==> src/rtl/pixclk_pkg.sv <==
package pixclk_pkg;

    // Offset between the stored field value and the real divisor.
    localparam int unsigned DIV_OFFSET = 2;

    // Width needed to hold the largest divisor: fields + offset.
    function automatic int unsigned div_width(input int unsigned lo_w,
                                              input int unsigned hi_w);
        return lo_w + hi_w + 1;
    endfunction

endpackage

==> src/rtl/pixclk_decode.sv <==
module pixclk_decode #(
    parameter int unsigned LO_W = 5,
    parameter int unsigned HI_W = 5,
    parameter int unsigned NW   = pixclk_pkg::div_width(LO_W, HI_W)
) (
    input  logic            byp_i,
    input  logic [LO_W-1:0] lo_i,
    input  logic [HI_W-1:0] hi_i,
    output logic            byp_o,
    output logic [NW-1:0]   n_o
);
    logic [NW-1:0] joined;

    // High field forms the upper bits of the stored value.
    assign joined = NW'({hi_i, lo_i});
    assign n_o    = joined + NW'(pixclk_pkg::DIV_OFFSET);
    assign byp_o  = byp_i;
endmodule

==> src/rtl/pixclk_counter.sv <==
module pixclk_counter #(
    parameter int unsigned NW = 11
) (
    input  logic          clk,
    input  logic          rst,
    input  logic          load_byp,
    input  logic [NW-1:0] load_n,
    output logic          wrap,
    output logic          cur_byp,
    output logic [NW-1:0] nxt_cnt,
    output logic          nxt_byp,
    output logic [NW-1:0] nxt_n
);
    typedef struct packed {
        logic          byp;
        logic [NW-1:0] n;
    } period_t;

    period_t       cur_q, cur_d;
    logic [NW-1:0] cnt_q, cnt_d;

    always_comb begin
        wrap = cur_q.byp || (cnt_q == cur_q.n - NW'(1));
        if (wrap) begin
            cnt_d = '0;
            cur_d = '{byp: load_byp, n: load_n};
        end else begin
            cnt_d = cnt_q + NW'(1);
            cur_d = cur_q;
        end
    end

    always_ff @(posedge clk) begin
        if (rst) begin
            cnt_q <= '0;
            cur_q <= '{byp: load_byp, n: load_n};
        end else begin
            cnt_q <= cnt_d;
            cur_q <= cur_d;
        end
    end

    assign cur_byp = cur_q.byp;
    assign nxt_cnt = cnt_d;
    assign nxt_byp = cur_d.byp;
    assign nxt_n   = cur_d.n;

    // reset leaves the counter at zero
    p_reset_clear_r1: assert property (@(posedge clk)
        rst |=> (cnt_q == '0));

    // count never reaches the active divisor
    p_cnt_range_r2: assert property (@(posedge clk) disable iff (rst)
        !cur_q.byp |-> (cnt_q < cur_q.n));

    // a divided period is never shorter than two cycles
    p_min_div_r6: assert property (@(posedge clk) disable iff (rst)
        !cur_q.byp |-> (cur_q.n >= NW'(2)));

    // active setting only moves at a period boundary
    p_period_hold_r7: assert property (@(posedge clk) disable iff (rst)
        !wrap |=> $stable(cur_q));
endmodule

==> src/rtl/pixclk_phase.sv <==
module pixclk_phase #(
    parameter int unsigned NW = 11
) (
    input  logic          clk,
    input  logic          rst,
    input  logic [NW-1:0] nxt_cnt,
    input  logic          nxt_byp,
    input  logic [NW-1:0] nxt_n,
    output logic          pclk_q
);
    logic [NW-1:0] low_len;

    // Low phase is the rounded-up half of the period.
    assign low_len = (nxt_n >> 1) + NW'(nxt_n[0]);

    always_ff @(posedge clk) begin
        if (rst) pclk_q <= 1'b0;
        else     pclk_q <= !nxt_byp && (nxt_cnt >= low_len);
    end

    // the square wave starts low after reset
    p_reset_low_r1: assert property (@(posedge clk)
        rst |=> !pclk_q);
endmodule

==> src/rtl/pixclk_div.sv <==
module pixclk_div #(
    parameter int unsigned LO_W = 5,
    parameter int unsigned HI_W = 5
) (
    input  logic            clk,
    input  logic            rst,
    input  logic            cfg_bypass,
    input  logic [LO_W-1:0] cfg_div_lo,
    input  logic [HI_W-1:0] cfg_div_hi,
    output logic            pix_en,
    output logic            pix_clk
);
    localparam int unsigned NW = pixclk_pkg::div_width(LO_W, HI_W);

    logic          dec_byp;
    logic [NW-1:0] dec_n;
    logic          wrap, cur_byp, nxt_byp;
    logic [NW-1:0] nxt_cnt, nxt_n;

    pixclk_decode #(.LO_W(LO_W), .HI_W(HI_W), .NW(NW)) u_dec (
        .byp_i (cfg_bypass),
        .lo_i  (cfg_div_lo),
        .hi_i  (cfg_div_hi),
        .byp_o (dec_byp),
        .n_o   (dec_n)
    );

    pixclk_counter #(.NW(NW)) u_cnt (
        .clk      (clk),
        .rst      (rst),
        .load_byp (dec_byp),
        .load_n   (dec_n),
        .wrap     (wrap),
        .cur_byp  (cur_byp),
        .nxt_cnt  (nxt_cnt),
        .nxt_byp  (nxt_byp),
        .nxt_n    (nxt_n)
    );

    pixclk_phase #(.NW(NW)) u_ph (
        .clk     (clk),
        .rst     (rst),
        .nxt_cnt (nxt_cnt),
        .nxt_byp (nxt_byp),
        .nxt_n   (nxt_n),
        .pclk_q  (pix_clk)
    );

    assign pix_en = wrap && !rst;

    // a divided period holds a single enable pulse
    p_en_single_r3: assert property (@(posedge clk) disable iff (rst)
        (pix_en && !cur_byp) |=> (!pix_en || cur_byp));

    // the enable falls inside the high phase
    p_en_high_r4: assert property (@(posedge clk) disable iff (rst)
        (pix_en && !cur_byp) |-> pix_clk);

    // no square wave while bypassed
    p_byp_low_r5: assert property (@(posedge clk) disable iff (rst)
        cur_byp |-> !pix_clk);
endmodule

==> config.mk <==
export PLATFORM = sky130hd
export DESIGN_NAME = pixclk_div
export DESIGN_NICKNAME = d
export VERILOG_FILES = /design/src/rtl/pixclk_pkg.sv /design/src/rtl/pixclk_decode.sv /design/src/rtl/pixclk_counter.sv /design/src/rtl/pixclk_phase.sv /design/src/rtl/pixclk_div.sv
export SDC_FILE = /design/constraint.sdc
export NUM_CORES = 1
export LEC_CHECK = 0
export BUFFER_PORTS_ARGS = -buffer_cell sky130_fd_sc_hd__buf_2
export CAP_MARGIN = 20
export CORE_ASPECT_RATIO = 0.6
export CORE_MARGIN = 4
export CORE_UTILIZATION = 62
export DETAILED_ROUTE_END_ITERATION = 6
export PLACE_DENSITY = 0.84
export SYNTH_ARGS = -nofsm -noshare
export SYNTH_HDL_FRONTEND = slang
export SYNTH_SLANG_ARGS = --single-unit
==> constraint.sdc <==
create_clock -name clk -period 6.2 [get_ports clk]
set_input_delay 0.31 -clock clk [delete_from_list [all_inputs] [get_ports clk]]
set_output_delay 0.31 -clock clk [all_outputs]
set_load 0.02 [all_outputs]
Yosys cells after proc, flatten, opt, wreduce, memory -nomap -nowiden
Cells that the tools add are included.
{"block": "totals", "ff_bits": 24, "latchBits": 0, "out_inout_bits": 2, "in_bits": 13, "rom_bits": 0, "mem_count": 0, "elab_cells": 18, "mem_bits_rw": 0}
{"block": "op_classes", "add_sub_neg": 4, "eq_ne": 1, "reduce_logical": 5, "order_cmp": 1, "shift": 0, "n_mul": 0, "bitwise": 0, "mux": 3, "n_div": 0}
{"cell": "12-bit 2-to-1 mux", "n": 2}
{"cell": "10-bit by 1-bit adder with 11-bit output", "n": 1}
{"cell": "10-bit by 2-bit adder with 11-bit output (second input constant)", "n": 1}
{"cell": "11-bit by 1-bit adder with 11-bit output (second input constant)", "n": 1}
{"cell": "11-bit equality test", "n": 1}
{"cell": "11-bit greater-or-equal comparator", "n": 1}
{"cell": "11-bit 2-to-1 mux", "n": 1}
{"cell": "11-bit by 1-bit subtractor with 11-bit output (second input constant)", "n": 1}
{"cell": "1-bit logical AND", "n": 2}
{"cell": "1-bit zero test", "n": 2}
{"cell": "1-bit logical OR", "n": 1}

Depth between registers and ports, before layout
Gate-level depths: netlist of the first run.
{"block": "depth", "ltp_word": 7, "ltp_mapped": 28, "depth_no_buf": 24}

By module
A second synthesis of the first run with hierarchy kept.
{"block": "hier_totals", "hier_cells": 241, "area_unflattened_um2": 2153.3}
{"module": "pixclk_counter", "area_per_inst_um2": 1540.2, "cells_per_inst": 163, "n_inst": 1, "seq_area_each_um2": 460.4}
{"module": "pixclk_phase", "area_per_inst_um2": 437.9, "cells_per_inst": 55, "n_inst": 1, "seq_area_each_um2": 20.0}
{"module": "pixclk_decode", "area_per_inst_um2": 161.4, "cells_per_inst": 22, "n_inst": 1, "seq_area_each_um2": 0.0}
{"module": "pixclk_div", "area_per_inst_um2": 13.8, "cells_per_inst": 1, "n_inst": 1, "seq_area_each_um2": 0.0}

Worst setup path after synthesis of the first run
OpenSTA, ideal clock, no wires.
{"block": "synth_path", "path_type": "register to register", "startpoint": "register u_cnt.cur_q[0] in the netlist's numbering", "endpoint": "register u_ph.pclk_q", "path_stages_with_launch": 28, "path_buffers": 3, "t_arrival_ps": 4612, "path_slack_ps": 1464, "synth_period_minus_slack_ps": 4736, "setup_time_ps": 124, "required_time_ps": 6076, "path_cell_list": "dfxtp_1 inv_1 ha_1 clkbuf_1 o21bai_1 a211oi_1 a211oi_1 o22ai_1 o211ai_4 nand2b_2 buf_6 mux2_2 ha_1 ha_1 clkbuf_1 inv_1 o21ai_0 a21oi_1 a221o_1 nand2_1 o311ai_0 ha_1 a21o_1 a211oi_1 o21ai_0 a211oi_1 o21a_1 a2111oi_4"}
{"block": "synth_via", "elab_chain_cells": 7, "elab_cells_between_ends": 9, "cone_classes": "add/sub (2); order compare (1); eq/ne (1); mux (2); reduce/logical (3)"}
{"item": "start, declared", "line": "pixclk_counter.sv:19", "rtl": "period_t cur_q, cur_d;"}
{"item": "start signal, assigned", "line": "pixclk_counter.sv:36", "rtl": "cur_q <= '{byp: load_byp, n: load_n};"}
{"item": "start signal, assigned", "line": "pixclk_counter.sv:39", "rtl": "cur_q <= cur_d;"}
{"item": "11-bit by 1-bit subtractor with 11-bit output", "line": "pixclk_counter.sv:23", "rtl": "wrap = cur_q.byp || (cnt_q == cur_q.n - NW'(1));"}
{"item": "11-bit equality test", "line": "pixclk_counter.sv:23"}
{"item": "1-bit logical OR", "line": "pixclk_counter.sv:23"}
{"item": "12-bit 2-to-1 mux", "line": "pixclk_counter.sv:24", "rtl": "if (wrap) begin"}
{"item": "10-bit by 1-bit adder with 11-bit output", "line": "pixclk_phase.sv:14", "rtl": "assign low_len = (nxt_n >> 1) + NW'(nxt_n[0]);"}
{"item": "11-bit greater-or-equal comparator", "line": "pixclk_phase.sv:18", "rtl": "else pclk_q <= !nxt_byp && (nxt_cnt >= low_len);"}
{"item": "1-bit logical AND *", "line": "pixclk_phase.sv:18"}
{"item": "end signal, assigned", "line": "pixclk_phase.sv:18"}
{"item": "end, declared", "line": "pixclk_phase.sv:9", "rtl": "output logic pclk_q"}
Every way passes the cells marked *; elsewhere a longest branch is shown, timed or not.
A chain may end at the register's enable or synchronous reset.

Worst setup path after layout of the first run
Ends and elaborated chain as after synthesis.

==> results of run 1 <==
## layer usage
layer | track usage | vias up | wire length (um)
li1 | - | 1044 | -
met1 | 0.3991 | 1024 | 2972
met2 | 0.3525 | 105 | 2509
met3 | 0.06012 | 11 | 592
met4 | 0.05603 | 0 | 85
met5 | 0 | - | 0
## cells in the mapped netlist (3+ instances only)
library cell,number,area [um^2]
sky130_fd_sc_hd__mux2_4,5,75.07
sky130_fd_sc_hd__a211oi_1,4,30.03
sky130_fd_sc_hd__a22oi_1,3,22.52
sky130_fd_sc_hd__inv_1,8,30.03
sky130_fd_sc_hd__xor2_1,19,166.4
sky130_fd_sc_hd__and3_1,7,43.79
sky130_fd_sc_hd__nor2_1,37,138.9
sky130_fd_sc_hd__mux2_2,5,56.30
sky130_fd_sc_hd__nand2b_1,3,18.77
sky130_fd_sc_hd__buf_6,3,33.78
sky130_fd_sc_hd__nor3_1,9,45.04
sky130_fd_sc_hd__xnor2_1,22,192.7
sky130_fd_sc_hd__o21a_1,3,22.52
sky130_fd_sc_hd__dfxtp_1,24,480.5
sky130_fd_sc_hd__clkbuf_1,11,41.29
sky130_fd_sc_hd__nand4_1,7,43.79
sky130_fd_sc_hd__nand3_1,19,95.09
sky130_fd_sc_hd__buf_4,3,22.52
sky130_fd_sc_hd__a21oi_1,7,35.03
sky130_fd_sc_hd__nand2_1,18,67.56
sky130_fd_sc_hd__mux2i_1,9,90.09
sky130_fd_sc_hd__ha_1,16,200.2
sky130_fd_sc_hd__buf_2,3,15.01
sky130_fd_sc_hd__o21ai_0,9,45.04
## path summary, 6_finish.rpt
| check | end | slack (ps) | cells after the start |
|---|---|---|---|
| worst max-delay path | u_ph.pclk_q$_SDFF_PP0_ | 580 | 24 |
| worst min-delay path | u_ph.pclk_q$_SDFF_PP0_ | 250 | 2 |
| worst max register to register | u_ph.pclk_q$_SDFF_PP0_ | 580 | 24 |
| worst min register to register | u_cnt.cur_q[1]$_DFF_P_ | 550 | 2 |
## cell type report
| cell class | count | area share |
|---|---|---|
| multi-input combinational | 243 | 0.7154 |
| sequential | 24 | 0.1924 |
| timing repair buffer | 14 | 0.02806 |
| tap | 47 | 0.02355 |
| clock buffer | 3 | 0.01653 |
| clock inverter | 1 | 0.01202 |
| inverter | 8 | 0.01202 |
## sequential cells by signal, summed over array words and instances (netlist names)
name and count:
u_ph.pclk_q 1, u_cnt.cur_q 11, u_cnt.cnt_q 11, u_cnt.cur_byp 1
## power groups by stage
stage	sequential (uW)	combinational [uW]	clock (uW)
2_1_floorplan	177	136	0
3_3_place_gp	194	145	0
3_5_place_dp	195	151	0
4_1_cts	191	152	145
5_1_grt	194	170	150
6_report	192	154	144
## cells by family after synthesis
family,share of synthesized area
simple gates,0.2497
compound gates,0.1677
xor+xnor,0.1490
buf+inv,0.05919
mux,0.09190
fa+ha+maj,0.08307
flops,0.1994
## through the flow
stage	util	worst slack, ps	cell area [um^2]
floorplan	-	1464	2410
global placement	0.6555	998.7	2426
detailed placement	0.6555	701.3	2426
CTS	0.6748	665.5	2497
global route	0.6748	202.2	2497
finish	0.6748	585.0	2497
==> key figures, run 1 <==
Critical path
  – CP Class: reg -> reg
  – Count of buffering cells on the critical path with inverters included: 2
  – Critical-path cell list: inv_1 > ha_1 > o21bai_1 > a211oi_1 > a211oi_1 > o22ai_1 > o211ai_4 > nand2b_2 > mux2_2 > ha_1 > ha_1 > inv_1 > o21ai_0 > a21oi_1 > a221o_1 > nand2_1 > o311ai_0 > ha_1 > a21o_1 > a211oi_1 > o21ai_0 > a211oi_1 > o21a_1 > a2111oi_4
  – Reg-to-Reg Start: u_cnt.cur_q[0]$_DFF_P_
  – Delay contributed by the slowest stage of the critical path: approximately 450 ps
  – Largest fanout on the critical path: 15
  – Startpoint of the most critical setup path: u_cnt.cur_q[0]$_DFF_P_
  – Launching element type of the critical path: flip-flop
  – Signal arrival time at the worst endpoint: a little under 6000 ps
  – Family with the most delay on the worst path: compound AO/OA/AOI/OAI gates
  – Crit-path slowest cell: sky130_fd_sc_hd__dfxtp_1
  – Worst Path Required: around 6400 ps
  – Critical Path Sink Type: flip-flop

Finish
  – Number of antenna cells inserted: 0
  – Cell Count, Final, Fillers Out: 340
  – NumNets Final: 323
  – Combined flip-flop and latch cell area: between 400 and 500 um^2
  – Area of the multi-input gates: 1787 um^2
  – Count of fill cells added during filler insertion: 319
  – Most common cell after layout, fill and taps aside: sky130_fd_sc_hd__nor2_1
  – Share of cells above drive strength 1: 0.1399
  – Commonest cells after routing, fill and taps aside: sky130_fd_sc_hd__nor2_1, sky130_fd_sc_hd__dfxtp_1, sky130_fd_sc_hd__xnor2_1
  – Synthesis-to-layout area growth: 3.635%

Logic synthesis
  – Count of synthesis-stage warnings from yosys: 0
  – Count of flip-flops with a built-in enable after synthesis: 0
  – Share of flip-flops with an asynchronous set or reset after synthesis: 0
  – Cell Area, Synth: 2410 um^2
  – Number of library cell types mapped by synthesis: 55
  – Sequential area share after synthesis: 0.1994
  – Seq cells post-synth: 24
  – Post-synthesis net count: 324
  – Number of instances in the synthesized netlist: ~300
  – Syn avg cell area: ~8 um^2
  – Top FF cell, synth: sky130_fd_sc_hd__dfxtp_1

Floorplanning
  – Initial core utilization: 0.6511
  – Core box area: between 3000 and 4000 um^2
  – # IOs: 15
  – Chip Width: slightly below 90 um
  – Number of standard-cell rows in the floorplan: 17
  – Overall die area: ~5000 um^2
  – Vert. Die Dim: between 50 and 60 um

GRT
  – Pin count of the biggest net entering global routing: 23
  – Global-route wire length before repair: 9.963 mm
  – Global routing usage summed across all routing layers: 0.2570
  – Number of global-route vias before repair: 1,974
  – Remaining global-route overflow: 0
  – Antenna violations before repair: 0

Min path
  – Worst min-delay path startpoint: cfg_bypass
  – Class of the tightest hold or removal check: in -> reg

Clocking
  – Number of buffers added by the clock tree synthesis step: 3
  – Clock latency at the later pin of the worst-skew pair: around 280 ps
  – CTS root buf: sky130_fd_sc_hd__clkbuf_8
  – Count of hold buffers inserted by post-cts repair: 0
  – H-tree Lvls: 1
  – Buffer levels on the longest clock path: 2
  – CTS tree: yes
  – Clk slew on worst S/H paths: 100 ps
  – Setup repair bufs after CTS: 0
  – Post-CTS Resized: 0
  – Clock sink count: 24

Power
  – Proportion of power drawn by flip-flops and latches: 0.392
  – Design internal power: 319.4 uW
  – Total power divided by cell area: between 150 and 200 nW/um^2
  – Switching power total: roughly 170 uW
  – Clock share of power: 0.294
  – Net switching fraction of the power: 0.3478
  – Portion of total power attributed to combinational logic: 0.314
  – Leakage power summed over all cells: about 0.001 uW
  – Total Power Consumption: roughly 500 uW
  – Worst IR Drop VDD: approximately 0.16 mV

Placement
  – Detailed Place HPWL: between 4 and 5 mm
  – Number of cells in the design after placement: around 340
  – Count of input and output buffers: 14
  – Final weighted congestion in routability-driven placement: 1.005

Detailed routing
  – Average via count per standard cell: between 6 and 7
  – Routed wire per std cell: 18.11 um
  – Total detailed-routing wirelength: approximately 6.2 mm
  – Iter 0 DRT Violations: 219
  – Count of unresolved DRC violations after routing: 0
  – Via count: about 2,200
  – Number of nets with antenna violations after detailed routing: 0
  – Detailed-router iteration count before antenna repair: 5

Timing
  – Relative max-transition margin: 0.6243
  – Final hold slack: between 200 and 300 ps
  – Transition time at the pin with the least slew margin: around 560 ps
  – Pins Over Slew Limit: 0
  – # setup viols final: 0
  – Setup TNS Final: 0 ps
  – Unrepaired setup endpoints after global routing: false
  – Highest attainable clock frequency: approximately 0.18 GHz
  – Final hold viol count: 0
  – Final worst-path cycle share: 0.9056
  – Clk_skew: approximately 8.4 ps
  – Minimum clock period after layout: roughly 5600 ps

Flow run
  – Maximum capacitance violations: 0

Outcome
  – Result of the run: complete, no violations
Note: power is estimated with default switching activity, not from simulation.
==> run 2: changes to the inputs <==
- ABC_AREA: unset -> 1
- CORE_UTILIZATION: 62 -> 61
- GPL_ROUTABILITY_DRIVEN: unset -> 0
- PLACE_DENSITY: 0.84 -> 0.83
==> run 2 against run 1 <==
Against the previous run: register-to-register slack better by 1500 ps; fmax is 35% higher; count of clock-buffer cells in the layout stayed put; worst setup slack better by 1500 ps; final area is 5.5% lower; die area is 5.6% lower; sequential cell count stayed put; total power is 5.2% lower; clock power hardly changed.
==> key figures, run 2 <==
Clocking
  – Clk slew on worst S/H paths: 90 ps (about the same)
  – Number of buffers added by the clock tree synthesis step: 3 (unchanged)
  – H-tree Lvls: 1 (unchanged)
  – CTS tree: yes
  – Clock latency at the later pin of the worst-skew pair: 270 ps (about the same)
  – Count of hold buffers inserted by post-cts repair: 0 (unchanged)
  – Clock sink count: 24 (unchanged)
  – Post-CTS Resized: 0 (unchanged)
  – Buffer levels on the longest clock path: 2 (unchanged)
  – CTS root buf: sky130_fd_sc_hd__clkbuf_8
  – Setup repair bufs after CTS: 0 (unchanged)

Power
  – Total power divided by cell area: 196.8 nW/um^2 (+0.38%)
  – Proportion of power drawn by flip-flops and latches: 0.382 (-0.010)
  – Clock share of power: 0.309 (+0.015)
  – Worst IR Drop VDD: 0.09746 mV (-37%)
  – Portion of total power attributed to combinational logic: 0.309 (-0.005)
  – Leakage power summed over all cells: 0.001154 uW (+12%)
  – Net switching fraction of the power: 0.3570 (+0.009234)
  – Design internal power: 298.6 uW (-6.5%)
  – Switching power total: 165.8 uW (-2.6%)

Detailed routing
  – Met2 wirelength from detailed routing: 2.300 mm (-8.3%)
  – Iter 0 DRT Violations: 261 (+19%)
  – Length of routed wiring on met1: 2.775 mm (-6.6%)
  – Met3 wire len: 581 um (-1.9%)
  – Routed wire per std cell: 13.75 um (-24%)
  – Number of nets with antenna violations after detailed routing: 0 (unchanged)
  – Count of unresolved DRC violations after routing: 0 (unchanged)
  – Total detailed-routing wirelength: 5.721 mm (-7.1%)
  – Detailed-router iteration count before antenna repair: 5 (unchanged)
  – Uppermost layer routed: met4
  – Average via count per standard cell: 5.488 (-15%)
  – Via count: 2,283 (+4.5%)

Finish
  – Most common cell after layout, fill and taps aside: sky130_fd_sc_hd__nand2_1
  – Commonest cells after routing, fill and taps aside: sky130_fd_sc_hd__nand2_1, sky130_fd_sc_hd__inv_1, sky130_fd_sc_hd__nor2_1
  – NumNets Final: 401 (+24%)
  – Synthesis-to-layout area growth: 6.313%
  – Fraction of the core area covered by cells at the end of the flow: 0.7016 (+0.02686)
  – Registers with the most flip-flops: u_cnt.cnt_q: 11 flops, u_cnt.cur_q: 11 flops
  – Share of cells above drive strength 1: 0.1375 (-0.002465)
  – Number of antenna cells inserted: 0 (unchanged)

GRT
  – Global routing usage summed across all routing layers: 0.2582 (+0.001185)
  – Antenna violations before repair: 0 (unchanged)
  – Number of global-route vias before repair: 1,996 (+1.1%)
  – Pin count of the biggest net entering global routing: 42 (+83%)
  – Remaining global-route overflow: 0 (unchanged)
  – Global-route wire length before repair: 9.259 mm (-7.1%)

Logic synthesis
  – Cell Area, Synth: 2220 um^2 (-7.9%)
  – Number of instances in the synthesized netlist: 360 (+22%)
  – Seq cells post-synth: 24 (unchanged)
  – Top FF cell, synth: sky130_fd_sc_hd__dfxtp_1
  – Share of flip-flops with an asynchronous set or reset after synthesis: 0 (unchanged)
  – Syn avg cell area: 6.166 um^2 (-25%)
  – Count of flip-flops with a built-in enable after synthesis: 0 (unchanged)
  – Top-area cell type share of the netlist area: 0.2165 (+0.01708)
  – Most instantiated library cell after synthesis: sky130_fd_sc_hd__nand2_1
  – Number of library cell types mapped by synthesis: 33 (-40%)
  – Top area cells in the synthesized netlist: sky130_fd_sc_hd__dfxtp_1, sky130_fd_sc_hd__nand2_1, sky130_fd_sc_hd__ha_1
  – Count of synthesis-stage warnings from yosys: 0 (unchanged)
  – Area leader, netlist: sky130_fd_sc_hd__dfxtp_1
  – Post-synthesis net count: 389 (+20%)
  – Sequential area share after synthesis: 0.2165 (+0.01708)
  – Most frequent cells after synthesis: sky130_fd_sc_hd__nand2_1, sky130_fd_sc_hd__inv_1, sky130_fd_sc_hd__nor2_1

Min path
  – Class of the tightest hold or removal check: in -> reg
  – Worst min-delay path startpoint: cfg_bypass
  – Hold path endpoint: u_cnt.cur_byp$_DFF_P_
  – Worst Hold Depth: 3 (+1)

Critical path
  – Critical Path Sink Type: flip-flop
  – Worst Path Required: 6380 ps (+20 ps)
  – Startpoint of the most critical setup path: u_cnt.cur_q[0]$_DFF_P_
  – Reg-to-Reg Start: u_cnt.cur_q[0]$_DFF_P_
  – Largest fanout on the critical path: 41 (+26)
  – CP Class: reg -> reg
  – Capturing point of the worst reg2reg path: u_ph.pclk_q$_SDFF_PP0_
  – Cell depth of the worst flop-to-flop path: 25 (+4.2%)
  – Register-to-Register Setup Slack: 2040 ps (+1460 ps)
  – Launching element type of the critical path: flip-flop
  – Signal arrival time at the worst endpoint: 4330 ps (-1450 ps)

Floorplanning
  – Chip Width: 85.88 um (-2.9%)
  – Core box area: 3363 um^2 (-9.1%)
  – Initial core utilization: 0.6600 (+0.008855)
  – Number of standard-cell rows in the floorplan: 16 (-1)
  – Vert. Die Dim: 54.73 um (-2.8%)
  – Overall die area: 4700 um^2 (-5.6%)
  – # IOs: 15 (unchanged)

Timing
  – Transition time at the pin with the least slew margin: 1053 ps (+491.8 ps)
  – # setup viols final: 0 (unchanged)
  – Highest attainable clock frequency: 0.2404 GHz (+35%)
  – Final worst-path cycle share: 0.6709 (-0.2347)
  – Pins Over Slew Limit: 0 (unchanged)
  – Minimum clock period after layout: 4160 ps (-1455 ps)
  – Setup TNS Final: 0 ps (unchanged)
  – Relative max-transition margin: 0.2977 (-0.3266)
  – Final hold slack: 223.0 ps (-28.43 ps)
  – Clk_skew: 2.799 ps (-5.649 ps)
  – Final hold viol count: 0 (unchanged)
  – Unrepaired setup endpoints after global routing: false

Outcome
  – Result of the run: complete, no violations

Placement
  – Count of input and output buffers: 14 (unchanged)
  – Detailed Place HPWL: 4.506 mm (-7.1%)

Flow run
  – Maximum capacitance violations: 0 (unchanged)
[run 2: changes by cell type after synthesis, sizes merged, moves of 8 or more]
cell	previous run	this run
mux2	10	0
clkbuf	11	1
and3	8	0
nand2	19	112
nor2	38	49
inv	8	53
o21ai	9	34
mux2i	9	0
nand3	19	27
xnor2	22	3
[run 2: through the flow]
stage | power, uW | worst slack (ps) | area, um^2 | std cells
2_1_floorplan | 288.8 | 2660 | 2220 | 360
3_3_place_gp | 316.0 | 2221 | 2288 | 412
3_5_place_dp | 319.7 | 2116 | 2288 | 412
4_1_cts | 462.2 | 2082 | 2360 | 416
5_1_grt | 488.9 | 1658 | 2360 | 416
6_report | 464.4 | 2040 | 2360 | 416
[run 2: final cells by class]
type | count | area [um^2]
multi-input combinational | 276 | 1483
fill | 309 | 1003
sequential | 24 | 480.5
inverter | 53 | 198.9
timing repair buffer | 14 | 70.07
tap | 45 | 56.30
clock buffer | 3 | 41.29
clock inverter | 1 | 30.03
[run 2: metal layers]
layer,vias to the layer above,GRT usage
met5,-,0
met4,0,0.07105
met3,8,0.07519
met2,103,0.3849
met1,1009,0.3618
li1,1163,-
[run 2: power groups by stage]
stage                     Combinational [uW]  Sequential, uW  Clock [uW]
after floorplan                          113             176           0
after global placement                   136             180           0
final                                    143             178         143
after detailed placement                 140             180           0
after CTS                                141             177         145
after global routing                     162             178         149
[run 2: kinds of logic (layout without fill, tap and decap cells)]
group           count (synthesis)  after routing  synth area share
fa+ha+maj                      16             16           0.09019
flops                          24             24            0.2165
simple gates                  200            200            0.4042
xor+xnor                       16             16           0.06314
compound gates                 44             44            0.1105
buf+inv                        60             71            0.1156
[run 2: worst max-delay path, cell delays in order, from the launching register on]
cell and delay (ps):
sky130_fd_sc_hd__dfxtp_1 330, sky130_fd_sc_hd__inv_2 110, sky130_fd_sc_hd__ha_1 270, sky130_fd_sc_hd__nand3_4 120, sky130_fd_sc_hd__nor2_2 140, sky130_fd_sc_hd__nand2_1 90, sky130_fd_sc_hd__nand3_1 90, sky130_fd_sc_hd__nand2_1 60
sky130_fd_sc_hd__nor2_2 110, sky130_fd_sc_hd__nand3_2 140, sky130_fd_sc_hd__nand2_4 350, sky130_fd_sc_hd__nand2_1 90, sky130_fd_sc_hd__o21ai_0 120, sky130_fd_sc_hd__ha_1 240, sky130_fd_sc_hd__ha_1 180, sky130_fd_sc_hd__nand2_1 110
sky130_fd_sc_hd__nor2_1 180, sky130_fd_sc_hd__xor2_1 240, sky130_fd_sc_hd__ha_1 280, sky130_fd_sc_hd__a21oi_1 130, sky130_fd_sc_hd__a21boi_0 180, sky130_fd_sc_hd__o21ai_0 100, sky130_fd_sc_hd__a31oi_1 160, sky130_fd_sc_hd__o2111ai_1 110
sky130_fd_sc_hd__nand2_1 70, sky130_fd_sc_hd__nor2_1 30
[run 2: worst max path at each step]
stage               slack, ps                     end  depth (start not counted)
floorplan                2660  u_ph.pclk_q$_SDFF_PP0_                         29
global placement         2220  u_ph.pclk_q$_SDFF_PP0_                         27
detailed placement       2120  u_ph.pclk_q$_SDFF_PP0_                         25
CTS                      2080  u_ph.pclk_q$_SDFF_PP0_                         25
global route             1660  u_ph.pclk_q$_SDFF_PP0_                         25
finish                   2040  u_ph.pclk_q$_SDFF_PP0_                         25
